==> config.mk <==
export PLATFORM = sky130hd
export DESIGN_NAME = src_mixer
export DESIGN_NICKNAME = d
export VERILOG_FILES = /design/src/rtl/mix_pkg.sv /design/src/rtl/mix_sum.sv /design/src/rtl/mix_ostage.sv /design/src/rtl/src_mixer.sv
export SDC_FILE = /design/constraint.sdc
export NUM_CORES = 1
export LEC_CHECK = 0
export BUFFER_PORTS_ARGS = -buffer_cell sky130_fd_sc_hd__buf_4
export CORE_AREA = 4 4 191 193
export CTS_CLUSTER_SIZE = 28
export DETAILED_ROUTE_END_ITERATION = 8
export DIE_AREA = 0 0 195 197
export SLEW_MARGIN = 20
export SYNTH_ARGS = -nofsm -noshare
export SYNTH_HDL_FRONTEND = slang
export SYNTH_SLANG_ARGS = --single-unit
==> constraint.sdc <==
create_clock -name clk -period 2.4 [get_ports clk]
set_clock_uncertainty 0.1 [all_clocks]
set_input_delay 0.48 -clock clk [delete_from_list [all_inputs] [get_ports clk]]
set_output_delay 0.48 -clock clk [all_outputs]
set_load 0.02 [all_outputs]
==> src/rtl/mix_pkg.sv <==
package mix_pkg;
  // Ordinal of each candidate within a mixer lane; enable bit = top - ordinal.
  localparam int unsigned LANES = 4;
  typedef enum logic [1:0] {
    LANE_PLAY_L = 2'd0,
    LANE_PLAY_R = 2'd1,
    LANE_CAP_L  = 2'd2,
    LANE_CAP_R  = 2'd3
  } lane_e;
endpackage

==> src/rtl/mix_sum.sv <==
module mix_sum #(
  parameter int unsigned W = 16,
  parameter int unsigned N = 4
) (
  input  logic                clk,
  input  logic                rst_n,
  input  logic [N-1:0]        en,
  input  logic [N-1:0][W-1:0] src,
  output logic [W-1:0]        y
);
  localparam int unsigned AW = W + $clog2(N) + 1;
  localparam logic signed [AW-1:0] MAXV = {{(AW-W+1){1'b0}}, {(W-1){1'b1}}};
  localparam logic signed [AW-1:0] MINV = {{(AW-W+1){1'b1}}, {(W-1){1'b0}}};

  logic signed [AW-1:0] acc;

  always_comb begin
    acc = '0;
    for (int i = 0; i < N; i++) begin
      if (en[i]) acc = acc + $signed({{(AW-W){src[i][W-1]}}, src[i]});
    end
  end

  always_comb begin
    if (acc > MAXV)      y = MAXV[W-1:0];
    else if (acc < MINV) y = MINV[W-1:0];
    else                 y = acc[W-1:0];
  end

  assert_zero_R6: assert property (@(posedge clk) disable iff (!rst_n)
    (en == '0) |-> (y == '0));
  assert_clamp_hi_R5: assert property (@(posedge clk) disable iff (!rst_n)
    (y == MAXV[W-1:0]) |-> (acc >= MAXV));
  assert_clamp_lo_R5: assert property (@(posedge clk) disable iff (!rst_n)
    (y == MINV[W-1:0]) |-> (acc <= MINV));
endmodule

==> src/rtl/mix_ostage.sv <==
module mix_ostage #(
  parameter int unsigned DW = 64
) (
  input  logic          clk,
  input  logic          rst_n,
  input  logic          in_valid,
  output logic          in_ready,
  input  logic [DW-1:0] d,
  output logic          out_valid,
  input  logic          out_ready,
  output logic [DW-1:0] q
);
  logic take;
  assign in_ready = !out_valid || out_ready;
  assign take     = in_valid && in_ready;

  always_ff @(posedge clk or negedge rst_n) begin
    if (!rst_n) begin
      out_valid <= 1'b0;
      q         <= '0;
    end else begin
      if (take) q <= d;
      if (take)           out_valid <= 1'b1;
      else if (out_ready) out_valid <= 1'b0;
    end
  end

  assert_accept_R7: assert property (@(posedge clk) disable iff (!rst_n)
    (in_valid && in_ready) |=> out_valid);
  assert_rise_R7: assert property (@(posedge clk) disable iff (!rst_n)
    $rose(out_valid) |-> $past(in_valid));
  assert_hold_R9: assert property (@(posedge clk) disable iff (!rst_n)
    (out_valid && !out_ready) |=> (out_valid && $stable(q)));
  assert_stall_R9: assert property (@(posedge clk) disable iff (!rst_n)
    (out_valid && !out_ready) |-> !in_ready);
endmodule

==> src/rtl/src_mixer.sv <==
module src_mixer #(
  parameter int unsigned W     = 16,
  parameter int unsigned NSRC  = 4,
  parameter int unsigned CFG_W = 16
) (
  input  logic         clk,
  input  logic         rst_n,
  input  logic         in_valid,
  output logic         in_ready,
  input  logic [W-1:0] s0_l,
  input  logic [W-1:0] s0_r,
  input  logic [W-1:0] s1_l,
  input  logic [W-1:0] s1_r,
  input  logic [W-1:0] if2_l,
  input  logic [W-1:0] if2_r,
  input  logic [W-1:0] cv_l,
  input  logic [W-1:0] cv_r,
  input  logic [CFG_W-1:0] play_en,
  input  logic [CFG_W-1:0] cap_en,
  output logic         out_valid,
  input  logic         out_ready,
  output logic [W-1:0] play_l,
  output logic [W-1:0] play_r,
  output logic [W-1:0] cap_l,
  output logic [W-1:0] cap_r
);
  import mix_pkg::*;
  localparam int unsigned LEFT_TOP  = CFG_W - 1;
  localparam int unsigned RIGHT_TOP = CFG_W - 1 - NSRC;
  localparam int unsigned DW        = LANES * W;

  logic [LANES-1:0][NSRC-1:0][W-1:0] lane_src;
  logic [LANES-1:0][NSRC-1:0]        lane_en;
  logic [LANES-1:0][W-1:0]           lane_y;
  logic [LANES-1:0][W-1:0]           lane_q;

  // Candidate ordering per lane; ordinal k uses enable bit (side top - k).
  assign lane_src[LANE_PLAY_L] = {cv_l, if2_l, s1_l, s0_l};
  assign lane_src[LANE_PLAY_R] = {cv_r, if2_r, s1_r, s0_r};
  assign lane_src[LANE_CAP_L]  = {if2_r, cv_l, if2_l, s0_l};
  assign lane_src[LANE_CAP_R]  = {if2_l, cv_r, if2_r, s0_r};

  for (genvar k = 0; k < NSRC; k++) begin : g_en
    assign lane_en[LANE_PLAY_L][k] = play_en[LEFT_TOP - k];
    assign lane_en[LANE_PLAY_R][k] = play_en[RIGHT_TOP - k];
    assign lane_en[LANE_CAP_L][k]  = cap_en[LEFT_TOP - k];
    assign lane_en[LANE_CAP_R][k]  = cap_en[RIGHT_TOP - k];
  end

  for (genvar l = 0; l < LANES; l++) begin : g_lane
    mix_sum #(.W(W), .N(NSRC)) u_sum (
      .clk(clk), .rst_n(rst_n),
      .en(lane_en[l]), .src(lane_src[l]), .y(lane_y[l])
    );
  end

  mix_ostage #(.DW(DW)) u_out (
    .clk(clk), .rst_n(rst_n),
    .in_valid(in_valid), .in_ready(in_ready),
    .d(lane_y), .out_valid(out_valid), .out_ready(out_ready),
    .q(lane_q)
  );

  assign play_l = lane_q[LANE_PLAY_L];
  assign play_r = lane_q[LANE_PLAY_R];
  assign cap_l  = lane_q[LANE_CAP_L];
  assign cap_r  = lane_q[LANE_CAP_R];

  assert_reset_R10: assert property (@(posedge clk)
    !rst_n |-> (!out_valid && play_l == '0 && cap_r == '0));
  assert_crossed_R3: assert property (@(posedge clk) disable iff (!rst_n)
    (in_valid && in_ready && cap_en[LEFT_TOP -: NSRC] == 4'b0001)
      |=> (cap_l == $past(if2_r)));
  assert_crossed_R4: assert property (@(posedge clk) disable iff (!rst_n)
    (in_valid && in_ready && cap_en[RIGHT_TOP -: NSRC] == 4'b0001)
      |=> (cap_r == $past(if2_l)));
endmodule

==> summary.md <==
| Metric | Value |
|---|---|
| Vias in the first global route | `20,000` |
| Cell with the biggest individual delay on the critical path | `ha_1` |
| Routability congestion estimate | `approximately 1.0` |
| Final Total Pwr | `approximately 19 mW` |
| Pin count of the biggest net entering global routing | `43` |
| Top layer reached by signal wires | `met4` |
| Leading cell types by count after synthesis | `204 x ha_1, 197 x a21oi_1, 192 x nor2_1, 186 x nand2_1, 145 x o21ai_0` |
| Warnings from Yosys | `0` |
| Initial cell density of the core | `0.449` |
| Routed wire length on met2 | `33,000 um` |
| Highest ir drop seen on vdd | `between 700 and 800 uV` |
| Number of storage elements in the synthesis netlist | `65` |
| Number of clock buffers inserted by TritonCTS | `9` |
| Number of nets in the finished design | `~3,500` |
| Die Span X | `195 um` |
| TritonCTS Sinks | `65` |
| Number of flops mapped to enable cells by yosys | `0` |
| Clk_lat worst skew | `roughly 0.36 ns` |
| Layout overhead on the synthesized area | `71.0%` |
| 1st-iter DRT viols | `around 1,300` |
| Post-detailed-route DRC marker count | `0` |
| Post-route standard cell area excluding fillers | `approximately 27,000 um^2` |
| Top-level I/O count | `230` |
| Total met3 wirelength after detailed routing | `just under 5000 um` |
| PD cells | `710 nW/um^2` |
| Overall routing resource usage | `0.340` |
| Final setup viols | `64` |
| Max incr delay on CP | `between 0.3 and 0.4 ns` |
| Smallest setup slack after layout | `-3.92 ns` |
| LEAKAGE | `about 13 nW` |
| Cell types occupying the most area after synthesis | `ha_1 16%, dfrtp_1 10%, a21oi_1 6.4%` |
| Kind of critical path | `input pin to register` |
| Place WS | `-4.55 ns` |
| Fin. Hold Viols | `0` |
| RSZ-0062 raised after global routing | `true` |
| Crit path DAT | `~6.4 ns` |
| Quantity of I/O buffers inserted on ports | `roughly 210` |
| Failing checks | `setup timing` |
| Detailed-routing iteration count for the pre-antenna-repair pass | `5` |
| Die Span Y | `~200 um` |
| Fmax | `about 0.16 GHz` |
| Ratio of routed vias to standard cells | `approximately 5.7` |
| Post-detailed-placement half-perimeter wirelength | `around 56,000 um` |
| Run status | `finished with violations` |
| Syn Area/Cell | `about 7.5 um^2` |
| Most numerous cell in the Yosys netlist | `ha_1` |
| Root buffer cell | `clkbuf_16` |
| Final worst path period share | `2.63` |
| Placeable core area | `approximately 35,000 um^2` |
| Hold Path Class | `input pin to register` |
| Critical Path Source Type | `input pin` |
| Headroom to the max-slew limit | `0.634` |
| Number of max-cap violations | `0` |
| Post-detailed-route count of antenna-violating nets | `0` |
| Cell Rows | `between 60 and 70` |
| Async set or reset register ratio after synthesis | `1.00` |
| Wire length of the first global-routing pass | `between 100,000 and 150,000 um` |
| Synthesized net count | `2,446` |
| Largest driver fanout on the critical path | `7` |
| Fin. max-slew vios | `0` |
| CTS tree | `built` |
| Synth top area share | `0.165` |
| Maximum level of the CTS H-tree | `3` |
| Area enclosed by the die boundary | `between 30,000 and 40,000 um^2` |
| Worst Max-Slew Pin Slew | `approximately 0.54 ns` |
| Flip-flop cell with the highest count after synthesis | `dfrtp_1` |
| Sum of overflow across all layers after global routing | `0` |
| Layout cell share with drive strength beyond 1 | `0.487` |
| Cell taking the most area after synthesis | `ha_1` |
| Synth unique cells | `96` |
| Initial antenna violation count | `2` |
| Cell area after synthesis | `between 15,000 and 20,000 um^2` |
| Clock transition time at the flip-flop clock pins of the worst setup and hold paths | `0.06 ns` |
| Endpoint class of the critical path | `register` |
| Overall routed net length | `70,100 um` |
| Longest Clk Path Bufs | `2` |
| Non-filler instance count after layout | `3,562` |
| Total via count after detailed routing | `about 20,000` |
| Required @ worst endpoint | `~2.5 ns` |
| Length of routed wiring on met1 | `29,500 um` |
| Post-synthesis sequential area ratio | `0.105` |
| Total placed instance area | `~24,000 um^2` |
| Number of instances in the synthesized netlist | `between 2,000 and 2,500` |
| Cell count after placement | `~3,500` |
| Clock period minus worst slack | `~6.3 ns` |
| # fillers | `2,593` |
| Wire length per cell | `~20 um` |
==> timing repair <==
action	in CTS	in global routing
pin swaps	104	104
cloned	3	2
buffers inserted	66	23
gates resized for setup	182	119
endpoints found under the hold margin	23	0
hold buffers	1	0
endpoints found under the setup margin	64	64
==> critical path: cells and delay by family <==
kind / cells / cell delay [ns]
adders and majority gates: 4 / 1.11
AOI/OAI and AO/OA: 15 / 2.53
buffers and inverters: 5 / 0.80
muxes: 1 / 0.31
xor gates and xnor gates: 4 / 0.62
and+or+nand+nor: 5 / 0.56
==> sequential cells by signal, indices dropped and copies added (netlist names) <==
name,cells
u_out.q,64
u_out.out_valid,1
==> layout by cell type, fill, tap and decap left out, types with 19 or more instances in the layout <==
| cell | Yosys | final |
|---|---|---|
| nand2b_1 | 31 | 30 |
| a211oi_2 | 5 | 19 |
| nand2_1 | 186 | 171 |
| buf_6 | 2 | 25 |
| nor3_1 | 38 | 32 |
| mux2i_1 | 31 | 23 |
| xor2_1 | 63 | 62 |
| ha_1 | 204 | 159 |
| xnor2_1 | 94 | 89 |
| o21ai_2 | 1 | 25 |
| o211ai_1 | 20 | 20 |
| o21ai_0 | 145 | 104 |
| a211oi_1 | 47 | 29 |
| o21a_1 | 34 | 33 |
| dfrtp_1 | 65 | 65 |
| buf_4 | 3 | 1052 |
| a21oi_1 | 197 | 154 |
| a21o_1 | 67 | 67 |
| nor2_1 | 192 | 183 |
| and2_1 | 53 | 43 |
| mux2_2 | 70 | 54 |
| o21bai_1 | 23 | 20 |
| inv_1 | 62 | 62 |
| nand3_1 | 42 | 37 |
| a21oi_2 | 1 | 40 |
| ha_4 | 0 | 41 |
==> stage by stage <==
step / setup TNS (ns) / hold WS, ns / util
CTS: -232.36 / 0.226 / 0.749
detailed placement: -273.49 / 0.325 / 0.698
finish: -239.09 / 0.227 / 0.767
global placement: -265.03 / 0.321 / 0.698
floorplan: -226.71 / 0.0844 / -
global route: -252.60 / 0.235 / 0.767
==> report_power, final <==
part / switching [mW] / internal, mW / total [mW]
Clock: 0.661 / 0.816 / 1.48
Combinational: 7.53 / 7.77 / 15.3
Sequential: 0.425 / 1.62 / 2.05
Total: 8.62 / 10.2 / 18.8
==> final cells by class <==
| class | instances | area, um^2 | area share |
|---|---|---|---|
| clock buffers | 9 | 225 | 0.00850 |
| well taps | 455 | 569 | 0.0215 |
| multi-input cells | 1865 | 15400 | 0.579 |
| diodes | 2 | 5.00 | 0.000189 |
| clock inverters | 7 | 75.1 | 0.00283 |
| inverters | 70 | 263 | 0.00991 |
| repair buffers | 1089 | 8390 | 0.316 |
| flip-flops and latches | 65 | 1630 | 0.0614 |
==> metal layers <==
| layer | GRT usage | vias to the layer above |
|---|---|---|
| met1 | 0.444 | 9783 |
| li1 | - | 9789 |
| met3 | 0.0537 | 159 |
| met2 | 0.579 | 686 |
| met5 | 0 | - |
| met4 | 0.110 | 0 |
==> final timing paths <==
| path | start | endpoint | slack (ns) | cells past startpoint |
|---|---|---|---|---|
| setup / recovery | s0_r[0] | u_out.q[28]$_DFFE_PN0P_ | -3.92 | 34 |
| hold / removal | in_valid | u_out.out_valid$_DFFE_PN0P_ | 0.23 | 2 |
| setup reg to reg | u_out.out_valid$_DFFE_PN0P_ | u_out.q[62]$_DFFE_PN0P_ | 0.48 | 6 |
| hold reg to reg | u_out.q[47]$_DFFE_PN0P_ | u_out.q[47]$_DFFE_PN0P_ | 0.40 | 2 |
| max in group asynchronous | rst_n | u_out.q[2]$_DFFE_PN0P_ | 1.13 | 3 |
| min in group asynchronous | rst_n | u_out.q[15]$_DFFE_PN0P_ | 0.48 | 2 |
==> logic make-up after synthesis <==
| family | share of synthesized area |
|---|---|
| compound gates | 0.314 |
| fa+ha+maj | 0.181 |
| buf+inv | 0.0353 |
| mux | 0.0709 |
| xor+xnor | 0.0923 |
| flops | 0.105 |
| simple gates | 0.201 |
Note: power is estimated with default switching activity, not from simulation.
